## config.mk

```make
export PLATFORM = sky130hd
export DESIGN_NAME = sc_gpio_bank
export DESIGN_NICKNAME = d
export VERILOG_FILES = /design/src/rtl/sc_gpio_pkg.sv /design/src/rtl/sc_gpio_ctrl.sv /design/src/rtl/sc_gpio_dp.sv /design/src/rtl/sc_gpio_bank.sv
export SDC_FILE = /design/constraint.sdc
export NUM_CORES = 1
export LEC_CHECK = 0
export CAP_MARGIN = 15
export CORE_MARGIN = 2
export CORE_UTILIZATION = 47
export DETAILED_ROUTE_END_ITERATION = 16
export HOLD_SLACK_MARGIN = 0.08
export PLACE_DENSITY = 0.76
export SYNTH_ARGS = -nofsm -noshare
export SYNTH_HDL_FRONTEND = slang
export SYNTH_SLANG_ARGS = --single-unit
```

## constraint.sdc

```tcl
create_clock -name clk -period 2.05 [get_ports clk]
set_clock_uncertainty 0.05 [all_clocks]
set_input_delay 0.41 -clock clk [delete_from_list [all_inputs] [get_ports clk]]
set_output_delay 0.41 -clock clk [all_outputs]
set_load 0.02 [all_outputs]
```

## src/rtl/sc_gpio_pkg.sv

```systemverilog
package sc_gpio_pkg;
  localparam int BANK_W   = 16;
  localparam int DATA_W   = 2 * BANK_W;
  localparam int NUM_CTL  = 6;
  localparam int WIN_BITS = 7;

  typedef enum logic [3:0] {
    RG_OUTVAL = 4'd0,
    RG_OUTEN  = 4'd1,
    RG_INEN   = 4'd2,
    RG_OAUX1  = 4'd3,
    RG_OAUX2  = 4'd4,
    RG_IAUX1  = 4'd5,
    RG_LEVEL  = 4'd6,
    RG_RISE   = 4'd7,
    RG_FALL   = 4'd8,
    RG_NONE   = 4'd15
  } regSel_e;

  typedef struct packed {
    logic              ctlWr;
    regSel_e           ctlSel;
    logic              riseClr;
    logic              fallClr;
    logic              rdEn;
    regSel_e           rdSel;
    logic [3:0]        bank;
    logic [BANK_W-1:0] setBits;
    logic [BANK_W-1:0] clrBits;
  } strobe_t;
endpackage

```

## src/rtl/sc_gpio_ctrl.sv

```systemverilog
module sc_gpio_ctrl
  import sc_gpio_pkg::*;
#(
  parameter int NUM_BANKS = 2,
  parameter int ADDR_W    = 8
) (
  input  logic              regWr,
  input  logic              regRd,
  input  logic [ADDR_W-1:0] regAddr,
  input  logic [DATA_W-1:0] regWdata,
  output strobe_t           stb
);
  localparam int BANK_IDX_W = ADDR_W - WIN_BITS;

  logic [4:0]            regIdx;
  logic [BANK_IDX_W-1:0] bankIdx;
  logic                  bankOk;
  logic                  idxOk;
  regSel_e               sel;

  always_comb begin
    regIdx  = regAddr[WIN_BITS-1:2];
    bankIdx = regAddr[ADDR_W-1:WIN_BITS];
    bankOk  = (32'(bankIdx) < NUM_BANKS);
    idxOk   = (regIdx <= 5'(RG_FALL));
    sel     = (bankOk && idxOk) ? regSel_e'(regIdx[3:0]) : RG_NONE;

    stb         = '0;
    stb.ctlSel  = sel;
    stb.rdSel   = sel;
    stb.bank    = 4'(bankIdx);
    stb.setBits = regWdata[BANK_W-1:0];
    stb.clrBits = regWdata[DATA_W-1:BANK_W];
    stb.ctlWr   = regWr && (32'(sel) < NUM_CTL);
    stb.riseClr = regWr && (sel == RG_RISE);
    stb.fallClr = regWr && (sel == RG_FALL);
    stb.rdEn    = regRd;
  end
endmodule

```

## src/rtl/sc_gpio_dp.sv

```systemverilog
module sc_gpio_dp
  import sc_gpio_pkg::*;
#(
  parameter int              NUM_BANKS  = 2,
  parameter int              PINS       = NUM_BANKS * BANK_W,
  parameter logic [PINS-1:0] AVAIL_MASK = '1
) (
  input  logic              clk,
  input  logic              rstN,
  input  strobe_t           stb,
  input  logic [PINS-1:0]   padIn,
  input  logic [PINS-1:0]   auxDrv1,
  input  logic [PINS-1:0]   auxDrv2,
  output logic [PINS-1:0]   padOut,
  output logic [PINS-1:0]   padOe,
  output logic [PINS-1:0]   auxIn,
  output logic [DATA_W-1:0] rdData
);
  logic [NUM_CTL-1:0][PINS-1:0] ctl;
  logic [NUM_CTL-1:0]           hit;
  logic [PINS-1:0] sync1, sync2, sync3;
  logic [PINS-1:0] riseFlag, fallFlag;
  logic [PINS-1:0] setFull, clrFull;
  logic [PINS-1:0] riseNew, fallNew;
  logic [PINS-1:0] riseClrVec, fallClrVec;
  logic [PINS-1:0] rdVec, rdShift;
  int              bankShift;

  always_comb begin
    bankShift  = BANK_W * int'(stb.bank);
    setFull    = PINS'(stb.setBits) << bankShift;
    clrFull    = PINS'(stb.clrBits) << bankShift;
    riseClrVec = stb.riseClr ? setFull : '0;
    fallClrVec = stb.fallClr ? setFull : '0;
    riseNew    = sync2 & ~sync3 & ctl[RG_INEN];
    fallNew    = ~sync2 & sync3 & ctl[RG_INEN];
    for (int c = 0; c < NUM_CTL; c++)
      hit[c] = stb.ctlWr && (stb.ctlSel == regSel_e'(4'(c)));
  end

  always_ff @(posedge clk) begin
    if (!rstN) begin
      ctl   <= '0;
      sync1 <= '0;
      sync2 <= '0;
      sync3 <= '0;
    end else begin
      for (int c = 0; c < NUM_CTL; c++)
        if (hit[c]) ctl[c] <= (ctl[c] | setFull) & ~clrFull & AVAIL_MASK;
      sync1 <= padIn & AVAIL_MASK;
      sync2 <= sync1;
      sync3 <= sync2;
    end
  end

  always_ff @(posedge clk) begin
    if (!rstN) begin
      riseFlag <= '0;
      fallFlag <= '0;
    end else begin
      riseFlag <= (riseFlag & ~riseClrVec) | riseNew;
      fallFlag <= (fallFlag & ~fallClrVec) | fallNew;
    end
  end

  always_comb begin
    case (stb.rdSel)
      RG_OUTVAL: rdVec = ctl[RG_OUTVAL];
      RG_OUTEN:  rdVec = ctl[RG_OUTEN];
      RG_INEN:   rdVec = ctl[RG_INEN];
      RG_OAUX1:  rdVec = ctl[RG_OAUX1];
      RG_OAUX2:  rdVec = ctl[RG_OAUX2];
      RG_IAUX1:  rdVec = ctl[RG_IAUX1];
      RG_LEVEL:  rdVec = sync2;
      RG_RISE:   rdVec = riseFlag;
      RG_FALL:   rdVec = fallFlag;
      default:   rdVec = '0;
    endcase
    rdShift = rdVec >> bankShift;
  end

  always_ff @(posedge clk) begin
    if (!rstN) rdData <= '0;
    else if (stb.rdEn) rdData <= {{(DATA_W-BANK_W){1'b0}}, rdShift[BANK_W-1:0]};
  end

  for (genvar p = 0; p < PINS; p++) begin : g_pad
    assign padOe[p]  = ctl[RG_OUTEN][p];
    assign padOut[p] = ctl[RG_OAUX1][p] ? auxDrv1[p]
                     : ctl[RG_OAUX2][p] ? auxDrv2[p]
                     : ctl[RG_OUTVAL][p];
    assign auxIn[p]  = sync2[p] & ctl[RG_IAUX1][p];
  end

  for (genvar c = 0; c < NUM_CTL; c++) begin : g_chk
    AST_CLEAR_WINS: assert property (@(posedge clk) disable iff (!rstN)
      hit[c] |=> ((ctl[c] & $past(clrFull)) == '0));
    AST_SET_APPLIES: assert property (@(posedge clk) disable iff (!rstN)
      hit[c] |=> ((ctl[c] & $past(setFull & ~clrFull & AVAIL_MASK))
                  == $past(setFull & ~clrFull & AVAIL_MASK)));
    AST_UNTOUCHED_KEEP: assert property (@(posedge clk) disable iff (!rstN)
      1'b1 |=> (((ctl[c] ^ $past(ctl[c])) & ~$past(hit[c] ? (setFull | clrFull) : '0)) == '0));
  end

  AST_EDGE_NEEDS_EN: assert property (@(posedge clk) disable iff (!rstN)
    1'b1 |=> (((riseFlag | fallFlag) & ~$past(riseFlag | fallFlag) & ~$past(ctl[RG_INEN])) == '0));
  AST_FLAG_HOLD: assert property (@(posedge clk) disable iff (!rstN)
    1'b1 |=> (($past(riseFlag) & ~riseFlag & ~$past(riseClrVec)) == '0)
          && (($past(fallFlag) & ~fallFlag & ~$past(fallClrVec)) == '0));
  AST_RESERVED_QUIET: assert property (@(posedge clk) disable iff (!rstN)
    ((padOe | riseFlag | fallFlag | auxIn) & ~AVAIL_MASK) == '0);
endmodule

```

## src/rtl/sc_gpio_bank.sv

```systemverilog
module sc_gpio_bank
  import sc_gpio_pkg::*;
#(
  parameter int                                NUM_BANKS  = 2,
  parameter logic [NUM_BANKS*BANK_W-1:0]       AVAIL_MASK = 32'h0F7F_FFFF
) (
  input  logic                          clk,
  input  logic                          rstN,
  input  logic                          regWr,
  input  logic                          regRd,
  input  logic [7:0]                    regAddr,
  input  logic [DATA_W-1:0]             regWdata,
  output logic [DATA_W-1:0]             regRdata,
  input  logic [NUM_BANKS*BANK_W-1:0]   padIn,
  input  logic [NUM_BANKS*BANK_W-1:0]   auxDrv1,
  input  logic [NUM_BANKS*BANK_W-1:0]   auxDrv2,
  output logic [NUM_BANKS*BANK_W-1:0]   padOut,
  output logic [NUM_BANKS*BANK_W-1:0]   padOe,
  output logic [NUM_BANKS*BANK_W-1:0]   auxIn
);
  localparam int PINS = NUM_BANKS * BANK_W;

  strobe_t stb;

  sc_gpio_ctrl #(
    .NUM_BANKS (NUM_BANKS),
    .ADDR_W    (8)
  ) ctrl_i (
    .regWr    (regWr),
    .regRd    (regRd),
    .regAddr  (regAddr),
    .regWdata (regWdata),
    .stb      (stb)
  );

  sc_gpio_dp #(
    .NUM_BANKS  (NUM_BANKS),
    .PINS       (PINS),
    .AVAIL_MASK (AVAIL_MASK)
  ) dp_i (
    .clk     (clk),
    .rstN    (rstN),
    .stb     (stb),
    .padIn   (padIn),
    .auxDrv1 (auxDrv1),
    .auxDrv2 (auxDrv2),
    .padOut  (padOut),
    .padOe   (padOe),
    .auxIn   (auxIn),
    .rdData  (regRdata)
  );
endmodule

```

# Word-level counts from Yosys, hierarchy flattened
# Cells that the tools add are included.
[word_totals]
in_bits = 140
reg_bits = 338
word_cells = 146
out_inout_bits = 128
[classes]
reduce_logical = 10
mux = 58
bitwise = 52
shifts = 3
magnitude_cmp = 2
eq_ne = 8
[ops]
columns = ["op", "n"]
rows = [
  ["$pmux 32 s9", 1],
  ["$and 28x28->28", 6],
  ["$or 28x28->28", 6],
  ["$and 32x32->32", 4],
  ["$not 32->32", 4],
  ["$and 32x28->32", 2],
  ["$mux 32", 2],
  ["$or 32x32->32", 2],
  ["$mux 1", 54],
  ["$shl 16x5->32", 1],
  ["$shr 32x5->16", 1],
  ["$not 28->28", 1],
  ["$shl 16x5->28", 1],
  ["$and 1x1->1", 27],
  ["$eq 4x3->1 const B", 4],
  ["$logic_and 1x1->1", 9],
  ["$eq 4x2->1 const B", 2],
  ["$le 5x4->1 const B", 1],
  ["$eq 4x1->1 const B", 1],
  ["$eq 4x4->1 const B", 1],
  ["$logic_not 4->1", 1],
  ["$lt 4x3->1 const B", 1],
  ["$mux 4", 1],
]

# Depth between registers and ports, before layout
[depth]
depth_word = 8
mapped_depth = 9
depth_no_buf = 5

# By module
# Synthesis repeated with hierarchy kept, for this count alone.
[hier_totals]
cells_unflattened = 1698
hier_area_um2 = 14769.2
[modules_own_cells]
columns = ["module", "cells_per_inst", "instances", "area_each_um2", "seq_area_each_um2"]
rows = [
  ["sc_gpio_dp", 1640, 1, 14367.5, 6466.2],
  ["sc_gpio_ctrl", 58, 1, 401.6, 0.0],
]

# Worst setup path before layout
# OpenSTA, ideal clock, no wires.
[synth_timing]
path_type = "input -> register"
startpoint = "input port regAddr[2]"
endpoint = "register dp_i.rdData[8]"
setup_slack_ns = -0.008
path_stages = 8
required_ns = 1.882
setup_time_ns = 0.118
arrival_ns = 1.890
path_buffers = 3
cell_sequence = "buf_2 -> buf_2 -> buf_2 -> mux2i_1 -> nor2_1 -> a2111oi_0 -> nand4_1 -> o2111a_1"
[synth_via]
elab_chain_len = 5
word_cells_on_any_way = 13
cone_classes = "1 x order compare; 8 x eq/ne; 1 x shift; 2 x mux; 1 x reduce/logical"
[synth_rtl]
columns = ["element", "line_no", "text"]
rows = [
  ["start: declaration", "sc_gpio_bank.sv:11", "input logic [7:0] regAddr,"],
  ["$le 5x4->1", "sc_gpio_ctrl.sv:25", "idxOk = (regIdx <= 5'(RG_FALL));"],
  ["$mux 4 *", "sc_gpio_ctrl.sv:26", "sel = (bankOk && idxOk) ? regSel_e'(regIdx[3:0]) : RG_NONE;"],
  ["$eq 4x4->1 (tied with other cells)", "sc_gpio_dp.sv:67", "case (stb.rdSel)"],
  ["$pmux 32 s9 *", "sc_gpio_dp.sv:67", ""],
  ["$shr 32x5->16 *", "sc_gpio_dp.sv:79", "rdShift = rdVec >> bankShift;"],
  ["end signal: assignment", "sc_gpio_dp.sv:84", "else if (stb.rdEn) rdData <= {{(DATA_W-BANK_W){1'b0}}, rdShift[BANK_W-1:0]};"],
  ["end: declaration", "sc_gpio_dp.sv:17", "output logic [DATA_W-1:0] rdData"],
]
# Every way passes the cells marked *; elsewhere a longest branch is shown, timed or not.
# A chain may end at the register's enable or synchronous reset.

# Worst setup path in the final report
[layout_timing]
startpoint = "register dp_i.rdData[12]"
endpoint = "output port regRdata[12]"
[layout_rtl]
columns = ["element", "line_no", "text"]
rows = [
  ["end: declaration", "sc_gpio_bank.sv:13", "output logic [DATA_W-1:0] regRdata,"],
]
# No word-level cell between the ends.

==> impl_metrics.yaml <==
yosys:
  ys_seq_elements: 323
  synth-seq-area-share: 0.458
  synthAdderAreaFrac: 0
  synth_xor_area_frac: 0
  yosysWarningCount: 0
  synthCells: 1529
  ys_async_sr_fraction: 0
  synth-compound-area-share: 0.280
  syn_area_um2: 14100
  ys.flop_type: "dfxtp_1"
  synth_simple_gate_area_frac: 0.137
  synth_top_family_by_area: "compound AO/OA/AOI/OAI gates"
  synth_area_per_cell_um2: 9.24
  synth_cell_types: 61
  synth.area.mux_share: 0.0496
  synth_edf_count: 0
detailed_routing:
  routed_via_density: 6.11
  drt_iter0_markers: 1487
  drc: 0
  first_pass_iters: 5
  num_vias: 13500
  avgRoutedWirePerCell_um: 25.4
  routed_wl_mm: 56.3
  ant_nets: 0
clocking:
  cts.sinks: 323
  clockRootBuffer: "clkbuf_16"
  numCtsBuffers: 34
  htree_levels: 2
  holdBufCountCts: 0
  clkSlewWorstSetupHoldPaths_ns: 0.06
  cts_buffer_depth: 3
  cts_tree: "done"
  clk_latency_ns: 0.53
worst_setup_path:
  reg2reg_depth: 5
  critPathRequiredTime_ns: 1.59
  worstPathMaxFanout: 3
  cp_slowest_stage_delay_ns: 0.64
  crit_path_start_kind: "flop"
  cp_top_family: "buffers and inverters"
  crit_type: "reg -> out"
  crit_slowest_cell: "clkdlybuf4s50_1"
  cp_num_buf_inv: 1
  critPathCaptureType: "output pin"
  path_cells: "clkdlybuf4s50_1"
  reg2reg_slack_ns: 0.47
  r2r-end: "dp_i.rdData[11]$_SDFFE_PN0P_"
  r2r_start: "dp_i.ctl[155]$_SDFFE_PN0P_"
  arrival_ns: 1.58
min_path:
  whs_path_depth: 3
  hold_path_class: "in -> reg"
  min_to: "dp_i.fallFlag[24]$_SDFF_PN0_"
  hold_path_startpoint: "rstN"
sta:
  fin_ws_ns: 0.00965
  hold_violations: 0
  min_period_over_period: 0.995
  whs_ns: 0.340
  tightestPinTransition_ns: 0.590
  setup_viol: 0
  rsz0062_at_grt: "no"
  maxSlewHeadroom: 0.605
  final.min_clock_period_ns: 2.04
  clock.fmax_mhz: 490
  slew_violations: 0
grt:
  grt_pass1_vias: 13100
  gr-total-overflow: 0
  grt_pass1_wl_mm: 82.5
  track_usage: 0.351
  antenna_found_initial: 0
  grt_start_max_net_pins: 86
floorplan:
  die_w_um: 177
  die_h_um: 177
  io_pins: 268
  placeableCoreArea_um2: 29600
  rows: 63
  die-area_um2: 31500
  initial_core_util: 0.477
power_and_ir_drop:
  power.density_nw_per_um2: 755
  peakVddDrop_mv: 0.545
  total_power_w: 0.0141
  p_leak_nw: 7.01
run:
  drv_cap: 0
placement:
  gp_congestion: 0.996
  pre_cts_ws_ns: -0.598
  numPortBuffers: 219
  hpwl_mm: 41.7
final_layout:
  drive_gt1_frac: 0.171
  antenna_cells: 0
  syn2layout_area_growth_pct: 32.6
  finish.utilization: 0.632
  finalNetCount: 1938
run_status:
  run_status: "finished clean"
## Yosys cell counts, drive strengths merged (3+ instances only)
library cell / n / area, um2
a31oi: 11 / 68.8
o211ai: 3 / 22.5
mux2i: 52 / 521
a21bo: 11 / 110
and4: 3 / 26.3
a2bb2oi: 3 / 26.3
and2: 109 / 682
a21oi: 239 / 1200
inv: 17 / 63.8
clkbuf: 84 / 315
mux2: 10 / 113
nand3: 12 / 65.1
a211oi: 166 / 1250
nand2b: 8 / 50.1
nand4: 4 / 25.0
o31ai: 16 / 120
mux4: 3 / 67.6
a31o: 5 / 43.8
a222oi: 5 / 50.1
buf: 104 / 689
o21ai: 68 / 340
nor2b: 12 / 75.1
a221oi: 27 / 236
a32oi: 3 / 26.3
and3: 7 / 45.1
a211o: 13 / 114
nor3: 3 / 42.5
a22o: 8 / 70.1
nor2: 27 / 129
nand2: 69 / 259
dfxtp: 323 / 6470
a22oi: 25 / 188
nand3b: 56 / 420
## placed cells by master (no fill, tap or decap), types with 16 or more instances in the layout
cell | Yosys | layout
dfxtp_2 | 0 | 33
dlygate4sd2_1 | 0 | 60
dfxtp_1 | 323 | 290
buf_4 | 61 | 143
buf_12 | 0 | 25
a221oi_1 | 27 | 27
and2_1 | 109 | 109
inv_1 | 17 | 16
a21oi_1 | 239 | 239
o21ai_0 | 67 | 67
o31ai_1 | 16 | 16
clkdlybuf4s50_1 | 0 | 140
conb_1 | 1 | 31
mux2i_1 | 52 | 52
nand3b_1 | 56 | 56
a22oi_1 | 25 | 25
clkbuf_16 | 0 | 36
a211oi_1 | 165 | 164
nand2_1 | 69 | 68
## power breakdown
part / leakage (nW) / internal, W / total [W] / switching [W]
combinational: 3.81 / 0.000511 / 0.00114 / 0.000632
clock: 0.566 / 0.00406 / 0.00657 / 0.00251
sequential: 2.63 / 0.00636 / 0.00643 / 0.0000729
total: 7.01 / 0.0109 / 0.0141 / 0.00322
## cells by family after synthesis
family,count (synthesis)
DFF,323
and+or+nand+nor,321
muxes,65
other,1
buffers and inverters,206
AOI/OAI and AO/OA,613
## worst max path at each step
stage / startpoint / endpoint / slack, ns / cells past startpoint
6_report: dp_i.rdData[12]$_SDFFE_PN0P_ / regRdata[12] / 0.01 / 1
5_1_grt: dp_i.rdData[10]$_SDFFE_PN0P_ / regRdata[10] / 0.001 / 1
4_1_cts: dp_i.ctl[136]$_SDFFE_PN0P_ / padOut[8] / -0.06 / 3
3_5_place_dp: regAddr[5] / dp_i.ctl[84]$_SDFFE_PN0P_ / -0.60 / 8
3_3_place_gp: regAddr[3] / dp_i.rdData[1]$_SDFFE_PN0P_ / -0.61 / 8
2_1_floorplan: regAddr[2] / dp_i.fallFlag[17]$_SDFF_PN0_ / 0.01 / 9
## sequential cells by signal, indices dropped and copies added (netlist names)
register	cells
dp_i.sync1	27
dp_i.sync2	27
dp_i.fallFlag	32
dp_i.sync3	27
dp_i.ctl	135
dp_i.riseFlag	32
dp_i.rdData	16
dp_i.padOe	27
## per-stage QoR
step                TNS (ns)  cell area, um2  instances
CTS                  -0.0647           18600       2209
global route               0           18700       2212
detailed placement   -115.94           17500       2146
finish                     0           18700       2212
floorplan                  0           14200       1559
global placement     -115.34           17500       2146
## layer usage
layer  track usage  vias up  wire, um
met5             0        -         0
met4         0.226        0      4190
met3        0.0521      173      4110
met2         0.592      754     26600
met1         0.419     6471     21400
li1              -     6110         -
## final cells by class
cell class | instances | area [um2]
fill | 2560 | 10900
multi-input combinational | 1030 | 6760
sequential | 323 | 6510
timing repair buffer | 391 | 3730
clock buffer | 53 | 983
tap | 390 | 488
clock inverter | 7 | 189
inverter | 18 | 72.6
## what timing repair did
item,4_1_cts,5_1_grt
pin swaps,4,1
endpoints found under the setup margin,90,145
gates resized for setup,93,51
gates cloned,0,1
setup buffers,3,2
(Power assumes the default switching activity.)
